<file path="src/rtl/ppirq_pkg.sv">
package ppirq_pkg;

    typedef enum logic [1:0] {
        ST_MASKED   = 2'd0,
        ST_PIO_RUN  = 2'd1,
        ST_DMA_RUN  = 2'd2
    } svc_state_t;

    typedef struct packed {
        logic dir;
        logic err_mask_n;
        logic ack_en;
    } ctl_fields_t;

    localparam ctl_fields_t CTL_RESET = '{dir: 1'b0, err_mask_n: 1'b1, ack_en: 1'b0};

endpackage

</file>
<file path="src/rtl/ppirq_cfg.sv">
module ppirq_cfg
    import ppirq_pkg::*;
#(
    parameter int THR_W = 4
) (
    input  logic             clk,
    input  logic             rst_n,
    input  logic             ctl_wr,
    input  logic             ctl_dir,
    input  logic             ctl_err_mask_n,
    input  logic             ctl_ack_en,
    input  logic             thr_wr,
    input  logic [THR_W-1:0] thr_wr_field,
    input  logic [THR_W-1:0] thr_rd_field,
    output ctl_fields_t      ctl_q,
    output logic [THR_W-1:0] wr_thr_q,
    output logic [THR_W-1:0] rd_thr_q
);

    always_ff @(posedge clk) begin
        if (!rst_n) begin
            ctl_q <= CTL_RESET;
        end else if (ctl_wr) begin
            ctl_q <= '{dir: ctl_dir, err_mask_n: ctl_err_mask_n, ack_en: ctl_ack_en};
        end
    end

    always_ff @(posedge clk) begin
        if (!rst_n) begin
            wr_thr_q <= '0;
            rd_thr_q <= '0;
        end else if (thr_wr) begin
            wr_thr_q <= thr_wr_field;
            rd_thr_q <= thr_rd_field;
        end
    end

endmodule

</file>
<file path="src/rtl/ppirq_edge.sv">
module ppirq_edge #(
    parameter int SYNC_STAGES = 2
) (
    input  logic clk,
    input  logic rst_n,
    input  logic fault_n,
    input  logic ack_in,
    input  logic err_mask_n,
    input  logic ack_en,
    output logic fault_evt,
    output logic ack_evt
);

    localparam logic [1:0] LINE_IDLE = 2'b01;

    logic [1:0] pin_vec;
    logic [1:0] stage_q [SYNC_STAGES];
    logic [1:0] synced;
    logic [1:0] synced_d;
    logic       err_mask_prev;

    assign pin_vec = {ack_in, fault_n};

    genvar gi;
    generate
        for (gi = 0; gi < SYNC_STAGES; gi++) begin : g_sync
            always_ff @(posedge clk) begin
                if (!rst_n) begin
                    stage_q[gi] <= LINE_IDLE;
                end else if (gi == 0) begin
                    stage_q[gi] <= pin_vec;
                end else begin
                    stage_q[gi] <= stage_q[(gi == 0) ? 0 : gi-1];
                end
            end
        end
    endgenerate

    assign synced = stage_q[SYNC_STAGES-1];

    always_ff @(posedge clk) begin
        if (!rst_n) begin
            synced_d      <= LINE_IDLE;
            err_mask_prev <= 1'b1;
        end else begin
            synced_d      <= synced;
            err_mask_prev <= err_mask_n;
        end
    end

    logic fault_fall;
    logic fault_unmask_low;
    logic ack_rise;

    assign fault_fall       = synced_d[0] & ~synced[0];
    assign fault_unmask_low = err_mask_prev & ~err_mask_n & ~synced[0];
    assign ack_rise         = ~synced_d[1] & synced[1];

    assign fault_evt = (~err_mask_n & fault_fall) | fault_unmask_low;
    assign ack_evt   = ack_en & ack_rise;

    AST_ACK_SINGLE: assert property (@(posedge clk) disable iff (!rst_n)
        ack_evt |=> !ack_evt);

endmodule

</file>
<file path="src/rtl/ppirq_thr.sv">
module ppirq_thr #(
    parameter int DEPTH = 16,
    localparam int LVL_W = $clog2(DEPTH + 1),
    localparam int THR_W = $clog2(DEPTH)
) (
    input  logic             clk,
    input  logic             rst_n,
    input  logic             pio_run,
    input  logic             dir,
    input  logic [LVL_W-1:0] level,
    input  logic [THR_W-1:0] wr_thr,
    input  logic [THR_W-1:0] rd_thr,
    output logic             cond,
    output logic             rise
);

    logic [LVL_W-1:0] wr_eff;
    logic [LVL_W-1:0] rd_eff;
    logic [LVL_W-1:0] free_bytes;
    logic             wr_ok;
    logic             rd_ok;
    logic             cond_q;

    assign wr_eff     = LVL_W'(wr_thr) + LVL_W'(1);
    assign rd_eff     = LVL_W'(rd_thr) + LVL_W'(1);
    assign free_bytes = LVL_W'(DEPTH) - level;

    assign wr_ok = (free_bytes >= wr_eff);
    assign rd_ok = (level >= rd_eff);

    assign cond = pio_run & (dir ? rd_ok : wr_ok);

    always_ff @(posedge clk) begin
        if (!rst_n) begin
            cond_q <= 1'b0;
        end else begin
            cond_q <= cond;
        end
    end

    assign rise = cond & ~cond_q;

    AST_THR_NO_REPEAT: assert property (@(posedge clk) disable iff (!rst_n)
        rise |=> !rise);

endmodule

</file>
<file path="src/rtl/ppirq_fsm.sv">
module ppirq_fsm
    import ppirq_pkg::*;
(
    input  logic clk,
    input  logic rst_n,
    input  logic ctl_wr,
    input  logic ctl_dma_en,
    input  logic ctl_svc,
    input  logic dma_tc,
    input  logic thr_rise,
    input  logic fault_evt,
    input  logic ack_evt,
    output logic svc_bit,
    output logic dma_run,
    output logic pio_run,
    output logic irq
);

    svc_state_t state_q;
    svc_state_t state_d;
    logic       tc_evt;

    assign tc_evt = (state_q == ST_DMA_RUN) & dma_tc;

    always_comb begin
        state_d = state_q;
        unique case (state_q)
            ST_MASKED: begin
                if (ctl_wr && !ctl_svc) begin
                    state_d = ctl_dma_en ? ST_DMA_RUN : ST_PIO_RUN;
                end
            end
            ST_PIO_RUN: begin
                if (ctl_wr) begin
                    if (ctl_svc)         state_d = ST_MASKED;
                    else if (ctl_dma_en) state_d = ST_DMA_RUN;
                end
            end
            ST_DMA_RUN: begin
                if (dma_tc) begin
                    state_d = ST_MASKED;
                end else if (ctl_wr) begin
                    if (ctl_svc)          state_d = ST_MASKED;
                    else if (!ctl_dma_en) state_d = ST_PIO_RUN;
                end
            end
            default: state_d = ST_MASKED;
        endcase
    end

    always_ff @(posedge clk) begin
        if (!rst_n) begin
            state_q <= ST_MASKED;
        end else begin
            state_q <= state_d;
        end
    end

    always_ff @(posedge clk) begin
        if (!rst_n) begin
            irq <= 1'b0;
        end else begin
            irq <= tc_evt | thr_rise | fault_evt | ack_evt;
        end
    end

    assign svc_bit = (state_q == ST_MASKED);
    assign dma_run = (state_q == ST_DMA_RUN);
    assign pio_run = (state_q == ST_PIO_RUN);

    AST_TC_MASKS: assert property (@(posedge clk) disable iff (!rst_n)
        (dma_run && dma_tc) |=> (svc_bit && irq));
    AST_THR_TO_IRQ: assert property (@(posedge clk) disable iff (!rst_n)
        thr_rise |=> irq);
    AST_FAULT_TO_IRQ: assert property (@(posedge clk) disable iff (!rst_n)
        fault_evt |=> irq);
    AST_ACK_TO_IRQ: assert property (@(posedge clk) disable iff (!rst_n)
        ack_evt |=> irq);
    AST_MASK_HOLDS: assert property (@(posedge clk) disable iff (!rst_n)
        (svc_bit && !ctl_wr) |=> svc_bit);

endmodule

</file>
<file path="src/rtl/ppfifo_irq_ctrl.sv">
module ppfifo_irq_ctrl
    import ppirq_pkg::*;
#(
    parameter int DEPTH = 16,
    localparam int LVL_W = $clog2(DEPTH + 1),
    localparam int THR_W = $clog2(DEPTH)
) (
    input  logic             clk,
    input  logic             rst_n,
    input  logic             ctl_wr,
    input  logic             ctl_dma_en,
    input  logic             ctl_dir,
    input  logic             ctl_svc,
    input  logic             ctl_err_mask_n,
    input  logic             ctl_ack_en,
    input  logic             thr_wr,
    input  logic [THR_W-1:0] thr_wr_field,
    input  logic [THR_W-1:0] thr_rd_field,
    input  logic [LVL_W-1:0] fifo_level,
    input  logic             dma_tc,
    input  logic             fault_n,
    input  logic             ack_in,
    output logic             irq,
    output logic             svc_bit,
    output logic             dma_run
);

    ctl_fields_t      ctl_q;
    logic [THR_W-1:0] wr_thr_q;
    logic [THR_W-1:0] rd_thr_q;
    logic             pio_run;
    logic             thr_cond;
    logic             thr_rise;
    logic             fault_evt;
    logic             ack_evt;

    ppirq_cfg #(.THR_W(THR_W)) u_cfg (
        .clk            (clk),
        .rst_n          (rst_n),
        .ctl_wr         (ctl_wr),
        .ctl_dir        (ctl_dir),
        .ctl_err_mask_n (ctl_err_mask_n),
        .ctl_ack_en     (ctl_ack_en),
        .thr_wr         (thr_wr),
        .thr_wr_field   (thr_wr_field),
        .thr_rd_field   (thr_rd_field),
        .ctl_q          (ctl_q),
        .wr_thr_q       (wr_thr_q),
        .rd_thr_q       (rd_thr_q)
    );

    ppirq_edge #(.SYNC_STAGES(2)) u_edge (
        .clk        (clk),
        .rst_n      (rst_n),
        .fault_n    (fault_n),
        .ack_in     (ack_in),
        .err_mask_n (ctl_q.err_mask_n),
        .ack_en     (ctl_q.ack_en),
        .fault_evt  (fault_evt),
        .ack_evt    (ack_evt)
    );

    ppirq_thr #(.DEPTH(DEPTH)) u_thr (
        .clk     (clk),
        .rst_n   (rst_n),
        .pio_run (pio_run),
        .dir     (ctl_q.dir),
        .level   (fifo_level),
        .wr_thr  (wr_thr_q),
        .rd_thr  (rd_thr_q),
        .cond    (thr_cond),
        .rise    (thr_rise)
    );

    ppirq_fsm u_fsm (
        .clk        (clk),
        .rst_n      (rst_n),
        .ctl_wr     (ctl_wr),
        .ctl_dma_en (ctl_dma_en),
        .ctl_svc    (ctl_svc),
        .dma_tc     (dma_tc),
        .thr_rise   (thr_rise),
        .fault_evt  (fault_evt),
        .ack_evt    (ack_evt),
        .svc_bit    (svc_bit),
        .dma_run    (dma_run),
        .pio_run    (pio_run),
        .irq        (irq)
    );

    AST_MASKED_NO_COND: assert property (@(posedge clk) disable iff (!rst_n)
        svc_bit |-> !thr_cond);

endmodule

</file>
<file path="config.mk">
export PLATFORM = sky130hd
export DESIGN_NAME = ppfifo_irq_ctrl
export DESIGN_NICKNAME = d
export VERILOG_FILES = /design/src/rtl/ppirq_pkg.sv /design/src/rtl/ppirq_cfg.sv /design/src/rtl/ppirq_edge.sv /design/src/rtl/ppirq_thr.sv /design/src/rtl/ppirq_fsm.sv /design/src/rtl/ppfifo_irq_ctrl.sv
export SDC_FILE = /design/constraint.sdc
export NUM_CORES = 1
export LEC_CHECK = 0
export ABC_AREA = 1
export BUFFER_PORTS_ARGS = -buffer_cell sky130_fd_sc_hd__buf_2
export CAP_MARGIN = 20
export CORE_UTILIZATION = 50
export DETAILED_ROUTE_END_ITERATION = 16
export GPL_TIMING_DRIVEN = 0
export PLACE_DENSITY = 0.74
export REMOVE_ABC_BUFFERS = 1
export SLEW_MARGIN = 20
export SYNTH_ARGS = -nofsm -noshare
export SYNTH_HDL_FRONTEND = slang
export SYNTH_HIERARCHICAL = 1
export SYNTH_SLANG_ARGS = --single-unit
</file>
<file path="constraint.sdc">
create_clock -name clk -period 2.56 [get_ports clk]
set_clock_uncertainty 0.05 [all_clocks]
set_input_delay 0.768 -clock clk [delete_from_list [all_inputs] [get_ports clk]]
set_output_delay 0.768 -clock clk [all_outputs]
set_load 0.005 [all_outputs]
</file>
==> impl_metrics.py, run 1 <==
metrics = {
    "outcome": {
        "outcome": "finished clean",
    },
    "finish": {
        "final_util_pct": 61.8,
        "area_growth_pct": 14.7,
        "antenna_cells": 0,
        "fin_nets": 268,
        "design_area_um2": 1540,
        "drive_gt1_share_pct": 20.1,
    },
    "cts": {
        "path_clk_slew_ns": 0.12,
        "cts_made_buffers": 3,
        "root_buffer": "clkbuf_4",
        "cts_tree": "yes",
        "cts_resized": 0,
        "cts_sinks": 22,
        "insertion_delay_ns": 0.31,
        "clk_path_buf_depth": 2,
        "hold_buffers": 0,
        "h-tree-depth": 1,
        "postCtsSetupBuffers": 0,
    },
    "setup_path": {
        "worstPathCellList": "buf_2 -> inv_1 -> ha_1 -> xnor2_1 -> ha_1 -> a21oi_1 -> nand2_1 -> nand2_1 -> nand2_1 -> nand3_2 -> nor2_1 -> nor3_1 -> a21boi_1",
        "max_stage_delay_ns": 0.30,
        "rr_worst_depth": 11,
        "worstPathRequired_ns": 2.71,
        "crit_type": "in -> reg",
        "crit_arrival_ns": 2.31,
        "path_common_cell": "nand2_1",
        "critPathCaptureType": "flip-flop",
        "crit_fanout": 3,
        "start_kind": "primary input",
        "slowest_stage": "ha_1",
    },
    "pwr": {
        "powerDensity_nw_per_um2": 541,
        "seq_power_share_pct": 46.4,
        "finalPower_uw": 835,
        "leakagePower_uw": 0.000898,
        "power_switching_uw": 227,
        "ir_drop_v": 0.000577,
        "internal-power_uw": 607,
        "power_frac_comb_pct": 22.1,
        "p_sw_share_pct": 27.2,
        "p_clk_share_pct": 31.5,
    },
    "timing": {
        "setup_violations": 0,
        "final.setup.worst_slack_ns": 0.408,
        "worst_pin_slew_ns": 0.376,
        "maxSlewViolCount": 0,
        "rsz0062_at_grt": "no",
        "hold_viol": 0,
        "final.setup.tns_ns": 0,
        "relSlewSlack_pct": 74.9,
        "finalCriticalPeriod_ns": 2.15,
        "finalCritPeriodShare_pct": 84.1,
        "fmax_mhz": 465,
    },
    "drt": {
        "routed_wl_mm": 2.15,
        "drtAntennaViolNets": 0,
        "routed-via-count": 1176,
        "wl_per_cell_um": 8.31,
        "vias_per_cell": 4.54,
        "drt_drc_violations_left": 0,
        "dr.pass1.iters": 4,
        "drt_iter0_markers": 27,
    },
    "global_route": {
        "grt_pass1_wl_mm": 3.53,
        "gr-total-overflow": 0,
        "antenna_found_initial": 0,
        "grt_max_degree": 23,
        "grt_pass1_vias": 921,
        "grt_usage_pct": 16.8,
    },
    "placement": {
        "port_buffers": 27,
        "post-place-ws_ns": 0.0696,
        "postPlaceCellArea_um2": 1490,
        "globalplace.congestion": 0.701,
        "dpl.hpwl_mm": 1.72,
    },
    "synthesis": {
        "netlist_instances": 201,
        "yosysWarnings": 6,
        "avgSynthCellArea_um2": 6.70,
        "syn_area_um2": 1350,
    },
    "floorplan": {
        "io_pins": 28,
        "fp.dieH_um": 53.9,
        "core_um2": 2500,
        "die_area_um2": 2900,
        "start_util_pct": 53.9,
        "die_w_um": 53.9,
        "rows": 18,
    },
    "hold_path": {
        "hold_class": "reg -> reg",
        "worstHoldPathCells": 2,
    },
    "job": {
        "cap_violations": 0,
    },
}
==> per-layer routing <==
layer	up-vias	GRT usage (%)	share of wire (%)
met5	-	0	0
met3	4	5.65	5.3
met2	29	31.5	49
met1	490	17.4	45
li1	653	-	-
met4	0	4.82	0.88
==> power by group through the flow <==
stage                     combinational [uW]  sequential (uW)  clock, uW
after floorplan                          130              391          0
after global placement                   183              394          0
final                                    185              387        263
after CTS                                188              388        269
after global routing                     218              391        284
after detailed placement                 187              395          0
==> worst paths after layout <==
kind | endpoint | slack, ns | startpoint
worst max-delay path | u_fsm/irq$_SDFF_PN0_ | 0.41 | fifo_level[0]
worst min-delay path | u_edge/stage_q[1][1]$_SDFF_PN0_ | 0.37 | u_edge/stage_q[0][1]$_SDFF_PN0_
worst max register to register | u_fsm/irq$_SDFF_PN0_ | 0.67 | u_cfg/wr_thr_q[0]$_SDFFE_PN0P_
worst min register to register | u_edge/stage_q[1][1]$_SDFF_PN0_ | 0.37 | u_edge/stage_q[0][1]$_SDFF_PN0_
==> sequential cells by signal (all words and copies together) (netlist names) <==
signal and count:
u_edge/stage_q 4, u_fsm/irq 1, u_edge/synced_d 2, u_thr/cond_q 1, u_cfg/ctl_q 3, u_fsm/state_q 2, u_cfg/rd_thr_q 4, u_cfg/wr_thr_q 4
u_edge/err_mask_prev 1
==> per-stage QoR <==
stage	hold slack, ns	std cells
floorplan	0.330	198
global placement	0.340	255
detailed placement	0.342	255
CTS	0.374	259
global route	0.383	259
finish	0.373	259
==> cell usage in the layout (no fill, tap or decap), types with 2 or more instances in the layout <==
master     n
xnor2_1    5
nand2_2    8
a21oi_1    4
clkbuf_4   3
nor2_2     3
inv_2      2
ha_1      13
nand2_1   56
dfxtp_1   22
xor2_1     2
buf_2     27
inv_1     35
nor2_1    32
nor3_1     2
nand3_1    8
==> worst max-delay path: cells and delay by family <==
kind	cells	cell delay, ns
buffers and inverters	2	0.16
adders and majority gates	2	0.52
AOI/OAI and AO/OA	2	0.22
and+or+nand+nor	6	0.49
xor gates and xnor gates	1	0.13
==> area by class of cell <==
class	count	area, um^2
Inverter	38	143
Timing Repair Buffer	27	135
Clock inverter	1	30.0
Sequential cell	22	440
Multi-Input combinational cell	138	736
Tap cell	30	37.5
Clock buffer	3	22.5
Fill cell	254	956
Note: power is estimated with default switching activity, not from simulation.
==> inputs of run 2 (changes only) <==
--- a/config.mk
+++ b/config.mk
@@ -5,13 +5,13 @@
 export SDC_FILE = /design/constraint.sdc
 export NUM_CORES = 1
 export LEC_CHECK = 0
-export ABC_AREA = 1
+export ABC_AREA = 0
 export BUFFER_PORTS_ARGS = -buffer_cell sky130_fd_sc_hd__buf_2
 export CAP_MARGIN = 20
 export CORE_UTILIZATION = 50
 export DETAILED_ROUTE_END_ITERATION = 16
 export GPL_TIMING_DRIVEN = 0
-export PLACE_DENSITY = 0.74
+export PLACE_DENSITY = 0.75
 export REMOVE_ABC_BUFFERS = 1
 export SLEW_MARGIN = 20
 export SYNTH_ARGS = -nofsm -noshare
==> constraint.sdc (replaced) <==
create_clock -name clk -period 2 [get_ports clk]
set_clock_uncertainty 0.05 [all_clocks]
set_input_delay 0.6 -clock clk [delete_from_list [all_inputs] [get_ports clk]]
set_output_delay 0.6 -clock clk [all_outputs]
set_load 0.005 [all_outputs]
==> impl_metrics.py, run 2 <==
metrics = {
    "outcome": {
        "outcome": "finished with violations",
        "violations": "negative setup slack",
    },
    "global_route": {
        "grt_pass1_vias": 929,
        "top_usage_layer": "met2",
        "met3_usage_pct": 3.87,
        "met1_usage_pct": 20.3,
        "antenna_found_initial": 0,
        "grt_usage_pct": 20.4,
        "grt_pass1_wl_mm": 3.75,
        "gr-total-overflow": 0,
        "grt_use_met2_pct": 37.7,
        "grt_max_degree": 23,
    },
    "setup_path": {
        "critPathCaptureType": "flip-flop",
        "start_kind": "primary input",
        "crit_arrival_ns": 2.38,
        "rr_worst_depth": 9,
        "worstPathRequired_ns": 2.16,
        "crit_fanout": 3,
        "max_stage_delay_ns": 0.28,
        "slowest_stage": "ha_1",
        "cp.depth": 12,
        "crit_family": "compound AO/OA/AOI/OAI gates",
        "crit_type": "in -> reg",
        "worstPathCellList": "buf_8 -> inv_6 -> ha_4 -> nor3b_4 -> xor2_1 -> ha_1 -> a211oi_2 -> nor2b_1 -> a41oi_2 -> nor3_2 -> a2111oi_2 -> nor2b_1",
        "path_buf_inv": 2,
        "path_common_cell": "nor2b_1",
    },
    "finish": {
        "final_util_pct": 66.6,
        "final_cell_mix": "buf_2, dfxtp_1, nor2b_1, ha_1, mux2i_1",
        "area_growth_pct": 24.3,
        "drive_gt1_share_pct": 30.7,
        "layout_commonest_cell": "buf_2",
        "antenna_cells": 0,
        "fin_nets": 192,
        "reg_top3": "u_cfg/rd_thr_q (4), u_cfg/wr_thr_q (4), u_edge/stage_q (4)",
        "design_area_um2": 1490,
    },
    "floorplan": {
        "core_um2": 2230,
        "fp.dieH_um": 50.9,
        "start_util_pct": 53.6,
        "rows": 17,
        "io_pins": 28,
        "die_w_um": 50.9,
        "die_area_um2": 2590,
    },
    "cts": {
        "h-tree-depth": 1,
        "root_buffer": "clkbuf_4",
        "cts_sinks": 22,
        "hold_buffers": 0,
        "cts_tree": "yes",
        "insertion_delay_ns": 0.31,
        "path_clk_slew_ns": 0.12,
        "cts_made_buffers": 3,
        "clk_path_buf_depth": 2,
    },
    "drt": {
        "drt_iter0_markers": 12,
        "routed-via-count": 931,
        "dr.pass1.iters": 4,
        "vias_per_cell": 5.14,
        "drtAntennaViolNets": 0,
        "drt_drc_violations_left": 0,
        "wl_per_cell_um": 12.9,
        "routed_wl_mm": 2.34,
    },
    "placement": {
        "port_buffers": 27,
        "postPlaceCellArea_um2": 1350,
        "post-place-ws_ns": -0.689,
        "dpl.hpwl_mm": 1.68,
        "globalplace.congestion": 0.752,
    },
    "timing": {
        "fmax_mhz": 450,
        "final.setup.tns_ns": -0.286,
        "hold_viol": 0,
        "maxSlewViolCount": 0,
        "finalCriticalPeriod_ns": 2.22,
        "timing.hold.ws_ns": 0.376,
        "relSlewSlack_pct": 76.8,
        "finalCritPeriodShare_pct": 111,
        "rsz0062_at_grt": "yes",
        "final.setup.worst_slack_ns": -0.223,
        "worst_pin_slew_ns": 0.346,
        "setup_violations": 2,
    },
    "synthesis": {
        "netlist_instances": 120,
        "avgSynthCellArea_um2": 9.97,
        "yosysWarnings": 6,
        "syn_area_um2": 1200,
    },
    "hold_path": {
        "hold_class": "reg -> reg",
        "worstHoldPathCells": 1,
    },
    "pwr": {
        "powerDensity_nw_per_um2": 677,
        "ir_drop_v": 0.000467,
        "leakagePower_uw": 0.000654,
    },
    "job": {
        "cap_violations": 0,
    },
}
==> run 2: stage by stage <==
stage          total power [uW]  std cells
4_1_cts                    1000        179
6_report                   1010        181
3_3_place_gp                642        173
2_1_floorplan               589        118
5_1_grt                    1060        181
3_5_place_dp                654        173
==> run 2: what timing repair did <==
| action | CTS | global route |
|---|---|---|
| setup buffers | 2 | 2 |
| pin swaps | 2 | 1 |
| cloned | 0 | 0 |
| gates resized for setup | 5 | 10 |
| setup endpoints to repair | 2 | 2 |
==> run 2: power by group <==
group,switching [uW],total (uW),internal [uW]
Clock,137,340,203
Sequential,17.8,479,461
Combinational,87.2,187,100
==> run 2: path summary, 6_finish.rpt <==
path                              startpoint                         endpoint  slack (ns)
min          u_edge/stage_q[0][0]$_SDFF_PN1_  u_edge/stage_q[1][0]$_SDFF_PN1_        0.38
max                            fifo_level[0]             u_fsm/irq$_SDFF_PN0_       -0.22
max reg2reg   u_cfg/rd_thr_q[0]$_SDFFE_PN0P_             u_fsm/irq$_SDFF_PN0_       -0.07
min reg2reg  u_edge/stage_q[0][0]$_SDFF_PN1_  u_edge/stage_q[1][0]$_SDFF_PN1_        0.38
==> run 2: final cells by class <==
type	count	area (um^2)
flip-flops and latches	22	440
inverters	7	33.8
multi-input cells	89	743
fillers	193	747
clock inverters	1	30.0
clock buffers	3	22.5
well taps	28	35.0
repair buffers	31	181
==> run 2: routing by layer <==
| metal | wire length [um] | share of wire, % | up-vias |
|---|---|---|---|
| li1 | - | - | 481 |
| met1 | 970 | 41 | 415 |
| met2 | 1240 | 53 | 29 |
| met3 | 87 | 3.7 | 6 |
| met4 | 50 | 2.1 | 0 |
| met5 | 0 | 0 | - |
==> run 2: worst reg2reg max path, cell delays in order (launching register included) <==
cell and delay (ns):
dfxtp_1 0.36, ha_1 0.23, xnor2_1 0.13, ha_1 0.29
a21oi_1 0.13, o21ai_0 0.10, a31oi_1 0.33, nor3_2 0.08
a2111oi_2 0.20, nor2b_1 0.07
